==> config.mk <==
export PLATFORM = sky130hd
export DESIGN_NAME = irq_collector
export DESIGN_NICKNAME = d
export VERILOG_FILES = /design/src/rtl/irq_collector_pkg.sv /design/src/rtl/irq_collector_ctrl.sv /design/src/rtl/irq_collector_flags.sv /design/src/rtl/irq_collector.sv
export SDC_FILE = /design/constraint.sdc
export NUM_CORES = 1
export LEC_CHECK = 0
export ABC_AREA = 1
export ABC_CLOCK_PERIOD_IN_PS = 1750
export BUFFER_PORTS_ARGS = -buffer_cell sky130_fd_sc_hd__buf_2
export CAP_MARGIN = 15
export CORE_MARGIN = 2
export CORE_UTILIZATION = 30
export CTS_CLUSTER_SIZE = 10
export DETAILED_ROUTE_END_ITERATION = 8
export PLACE_DENSITY = 0.62
export SYNTH_ARGS = -nofsm -noshare
export SYNTH_HDL_FRONTEND = slang
export SYNTH_SLANG_ARGS = --single-unit
export TNS_END_PERCENT = 30
==> constraint.sdc <==
create_clock -name clk -period 1.75 [get_ports clk]
set_input_delay 0.35 -clock clk [delete_from_list [all_inputs] [get_ports clk]]
set_output_delay 0.35 -clock clk [all_outputs]
set_load 0.05 [all_outputs]
==> src/rtl/irq_collector_pkg.sv <==
package irq_collector_pkg;
  localparam int NUM_FLAGS = 6;
  // flag indices inside the flag vector; the highest index maps to the status MSB
  localparam int FLAG_LOWSUP = 0;
  localparam int FLAG_EXT    = 1;
  localparam int FLAG_WAKE   = 2;
  localparam int FLAG_OVUN   = 3;
  localparam int FLAG_POR    = 4;
  localparam int FLAG_TXLVL  = 5;

  typedef struct packed {
    logic [NUM_FLAGS-1:0] setMask;
    logic                 clearAll;
  } flagCtl_t;
endpackage

==> src/rtl/irq_collector_ctrl.sv <==
module irq_collector_ctrl
  import irq_collector_pkg::*;
#(
  parameter int SYNC_STAGES = 2
) (
  input  logic     clk,
  input  logic     rstN,
  input  logic     fifoEnable,
  input  logic     txRegEnable,
  input  logic     txReadyEvt,
  input  logic     fifoLevelEvt,
  input  logic     fifoOverflowEvt,
  input  logic     txUnderrunEvt,
  input  logic     wakeTimeoutEvt,
  input  logic     extIrqPinN,
  input  logic     lowSupplyEvt,
  input  logic     statusRead,
  output flagCtl_t ctl
);
  localparam int LAST = SYNC_STAGES - 1;

  logic [SYNC_STAGES-1:0] syncChain;
  logic extPrev;
  logic extFall;

  // synchroniser chain for the asynchronous pin, idle level high
  genvar s;
  generate
    for (s = 0; s < SYNC_STAGES; s++) begin : g_sync
      if (s == 0) begin : g_first
        always_ff @(posedge clk) begin
          if (!rstN) syncChain[s] <= 1'b1;
          else       syncChain[s] <= extIrqPinN;
        end
      end else begin : g_next
        always_ff @(posedge clk) begin
          if (!rstN) syncChain[s] <= 1'b1;
          else       syncChain[s] <= syncChain[s-1];
        end
      end
    end
  endgenerate

  always_ff @(posedge clk) begin
    if (!rstN) extPrev <= 1'b1;
    else       extPrev <= syncChain[LAST];
  end

  assign extFall = extPrev & ~syncChain[LAST];

  always_comb begin
    ctl = '0;
    ctl.setMask[FLAG_TXLVL]  = (txRegEnable & txReadyEvt) | (fifoEnable & fifoLevelEvt);
    ctl.setMask[FLAG_POR]    = 1'b0;
    ctl.setMask[FLAG_OVUN]   = (fifoEnable & fifoOverflowEvt) | (txRegEnable & txUnderrunEvt);
    ctl.setMask[FLAG_WAKE]   = wakeTimeoutEvt;
    ctl.setMask[FLAG_EXT]    = extFall;
    ctl.setMask[FLAG_LOWSUP] = lowSupplyEvt;
    ctl.clearAll             = statusRead;
  end
endmodule

==> src/rtl/irq_collector_flags.sv <==
module irq_collector_flags
  import irq_collector_pkg::*;
#(
  parameter int STATUS_W = 16
) (
  input  logic                clk,
  input  logic                rstN,
  input  flagCtl_t            ctl,
  output logic                irqN,
  output logic [STATUS_W-1:0] statusWord
);
  localparam int PAD_W = STATUS_W - NUM_FLAGS;
  localparam logic [NUM_FLAGS-1:0] RESET_FLAGS = NUM_FLAGS'(1) << FLAG_POR;

  logic [NUM_FLAGS-1:0] flagsQ;
  logic [NUM_FLAGS-1:0] flagsD;

  // a new event wins over the read-clear
  always_comb flagsD = ctl.setMask | (flagsQ & ~{NUM_FLAGS{ctl.clearAll}});

  always_ff @(posedge clk) begin
    if (!rstN) flagsQ <= RESET_FLAGS;
    else       flagsQ <= flagsD;
  end

  assign irqN = ~|flagsQ;

  generate
    if (PAD_W > 0) begin : g_pad
      assign statusWord = {flagsQ, {PAD_W{1'b0}}};
    end else begin : g_nopad
      assign statusWord = flagsQ;
    end
  endgenerate
endmodule

==> src/rtl/irq_collector.sv <==
module irq_collector
  import irq_collector_pkg::*;
#(
  parameter int STATUS_W    = 16,
  parameter int SYNC_STAGES = 2
) (
  input  logic                clk,
  input  logic                rstN,
  input  logic                fifoEnable,
  input  logic                txRegEnable,
  input  logic                txReadyEvt,
  input  logic                fifoLevelEvt,
  input  logic                fifoOverflowEvt,
  input  logic                txUnderrunEvt,
  input  logic                wakeTimeoutEvt,
  input  logic                extIrqPinN,
  input  logic                lowSupplyEvt,
  input  logic                statusRead,
  output logic                irqN,
  output logic [STATUS_W-1:0] statusWord
);
  flagCtl_t ctl;

  irq_collector_ctrl #(.SYNC_STAGES(SYNC_STAGES)) u_ctrl (
    .clk(clk), .rstN(rstN),
    .fifoEnable(fifoEnable), .txRegEnable(txRegEnable),
    .txReadyEvt(txReadyEvt), .fifoLevelEvt(fifoLevelEvt),
    .fifoOverflowEvt(fifoOverflowEvt), .txUnderrunEvt(txUnderrunEvt),
    .wakeTimeoutEvt(wakeTimeoutEvt), .extIrqPinN(extIrqPinN),
    .lowSupplyEvt(lowSupplyEvt), .statusRead(statusRead),
    .ctl(ctl)
  );

  irq_collector_flags #(.STATUS_W(STATUS_W)) u_flags (
    .clk(clk), .rstN(rstN), .ctl(ctl),
    .irqN(irqN), .statusWord(statusWord)
  );
endmodule

==> flow_metrics.py <==
metrics = {
    "run_status": {
        "status": "finished, final reports clean",
    },
    "cells_and_area": {
        "fillCellCount": 142,
        "drive_above_1_share": 0.3108,
        "diodes": 0,
        "finalCoreUtilization": 0.3886,
        "fin_nets": 87,
        "area_growth_pct": 24.29,
        "layoutNonFillerInstCount": 89,
    },
    "detailed_routing": {
        "wire_per_inst_um": 7.831,
        "drtAntennaViolNets": 0,
        "drt-initial-drc-count": 1,
        "vias_per_cell": 3.843,
        "dr.pass1.iters": 5,
        "drc": 0,
        "drt_wl_total_um": 697,
        "routed-via-count": 342,
    },
    "power_and_ir_drop": {
        "power_density_mw_per_mm2": 1036,
        "p_sw_w": 0.0001803,
        "power_leakage_nw": 0.2819,
        "p_clk_frac": 0.306,
        "sequentialPowerShare": 0.436,
        "ir_drop_mv": 0.3239,
        "p_int_w": 0.0003303,
        "switching_share": 0.3530,
        "combPwrFrac": 0.258,
    },
    "sta": {
        "maxSlewViolCount": 0,
        "rsz0062_at_grt": "false",
        "skew_ns": 0.004016,
        "fin_tns_setup_ns": 0,
        "period_minus_slack_ns": 1.532,
        "setup_viol": 0,
        "final_min_period_over_clock_period": 0.8753,
        "hold_slack_ns": 0.2753,
        "fmax_mhz": 652.9,
        "timing.final.hold_violations": 0,
    },
    "global_route": {
        "grt_antenna_before_repair": 0,
        "grt_pass1_wl_mm": 1.069,
        "grt.total_usage": 0.1104,
        "grt-ovfl-total": 0,
        "grt_pass1_vias": 259,
        "grt_max_degree": 8,
    },
    "worst_setup_path": {
        "crit_path_start_kind": "flip-flop",
        "critPathCaptureType": "output pin",
        "criticalPathCategory": "flip-flop to output pin",
        "max_stage_delay_ns": 0.32,
        "cp.arrival_ns": 1.18,
        "cp_max_fo": 3,
        "critical_path.slowest_cell": "dfxtp_1",
        "crit_chain": "or2_0 > nor2_2 > buf_2",
        "critPathRequiredTime_ns": 1.40,
    },
    "die": {
        "start_util": 0.3126,
        "die_w_um": 40.36,
        "io_pins": 29,
        "die_area_mm2": 0.001629,
        "rows": 13,
        "die_h_um": 40.36,
        "design.core.area_mm2": 0.001269,
    },
    "placement": {
        "gp_congestion": 0.7187,
        "dpl.hpwl_um": 541.6,
        "port_buffers": 18,
        "dp.cells": 85,
    },
    "clock_tree": {
        "clkTransAtPathRegs_ns": 0.06,
        "ctsHoldBuffers": 0,
        "cts_tree": "done",
        "cts_resized": 0,
        "cts_buffers": 3,
        "htree_levels": 1,
        "cts_sinks": 9,
        "insertion_delay_ns": 0.26,
        "clock_path_buffers": 2,
        "post_cts_buffers": 0,
        "root_buffer": "clkbuf_4",
    },
    "worst_hold_path": {
        "hold_path.class": "primary input to flip-flop",
    },
    "yosys": {
        "syn_area_um2": 396.6,
        "netlist_instances": 53,
        "avgSynthCellArea_um2": 7.484,
        "ys_seq_elements": 9,
        "ys_seq_area_frac": 0.4543,
        "ys_types": 12,
        "yosys_warnings": 0,
    },
    "job": {
        "cap_violations": 0,
    },
}
[worst paths after layout]
| kind | end | slack [ns] | depth (start not counted) | startpoint |
|---|---|---|---|---|
| worst max-delay path | irqN | 0.22 | 3 | u_flags.flagsQ[3] |
| worst min-delay path | u_ctrl.syncChain[0] | 0.28 | 2 | extIrqPinN |
| worst max register to register | u_flags.flagsQ[3] | 1.09 | 4 | u_flags.flagsQ[3] |
| worst min register to register | u_ctrl.extPrev | 0.41 | 2 | u_ctrl.syncChain[1] |
[registers in the layout, indices dropped and copies added (netlist names)]
signal,flops
u_ctrl.syncChain,2
u_ctrl.extPrev,1
u_flags.flagsQ,6
[logic make-up (layout without fill, tap and decap cells)]
group	count (synthesis)	after routing	synth area share
DFF	9	9	0.4543
buffers and inverters	16	28	0.2460
and+or+nand+nor	23	23	0.2397
other	1	10	0.009455
AOI/OAI and AO/OA	4	4	0.05045
[cells in the mapped netlist, drive strengths merged]
cell type   n  area share
buf        10        0.19
nor2       10       0.095
dfxtp       9        0.45
nand2       9       0.085
inv         6       0.057
a21oi       3       0.038
or2         3       0.047
conb        1      0.0095
nand3       1       0.013
o21ai       1       0.013
[layer usage]
metal | track usage | up-vias | part of all wire
met4 | 0.1000 | 0 | 0
met2 | 0.1389 | 22 | 0.42
met3 | 0.07222 | 0 | 0.14
met1 | 0.1221 | 138 | 0.44
li1 | - | 182 | -
met5 | 0 | - | 0
[power by group through the flow]
stage	Clock, W	Sequential [W]	Combinational (W)
after global routing	0.000176	0.000224	0.000142
after CTS	0.000166	0.000223	0.000132
after global placement	0	0.000227	0.000132
after detailed placement	0	0.000227	0.000132
after floorplan	0	0.000258	0.0000905
final	0.000156	0.000223	0.000132
[area by class of cell]
class | instances | area (um2) | share of cell area
Clock buffer | 4 | 26.28 | 0.05330
Multi-Input combinational cell | 37 | 155.1 | 0.3147
Inverter | 6 | 22.52 | 0.04569
Tap cell | 15 | 18.77 | 0.03807
Sequential cell | 9 | 180.2 | 0.3655
Timing Repair Buffer | 18 | 90.09 | 0.1827
[critical path, delay by kind of cell, from the launching register on]
kind | cells | cell delay (ns)
flops | 1 | 0.32
simple gates | 2 | 0.34
buf+inv | 1 | 0.26
[per-stage QoR]
step | setup slack [ns] | power [W] | instance area, um2
2_1_floorplan | 0.1975 | 0.0003490 | 432.9
4_1_cts | 0.2021 | 0.0005206 | 493.0
3_3_place_gp | 0.5276 | 0.0003585 | 466.7
5_1_grt | 0.1518 | 0.0005420 | 493.0
6_report | 0.2183 | 0.0005106 | 493.0
3_5_place_dp | 0.5085 | 0.0003588 | 466.7
[layout by cell type (no fill, tap or decap)]
cell       n
nand2_1    9
nor2_2     1
o21ai_0    1
clkbuf_1   1
inv_2      1
dfxtp_1    9
nand3_1    1
conb_1    10
clkbuf_4   3
nor2_1     9
inv_1      5
or2_0      1
or2_1      2
a21oi_1    3
buf_2     18
(Power assumes the default switching activity.)
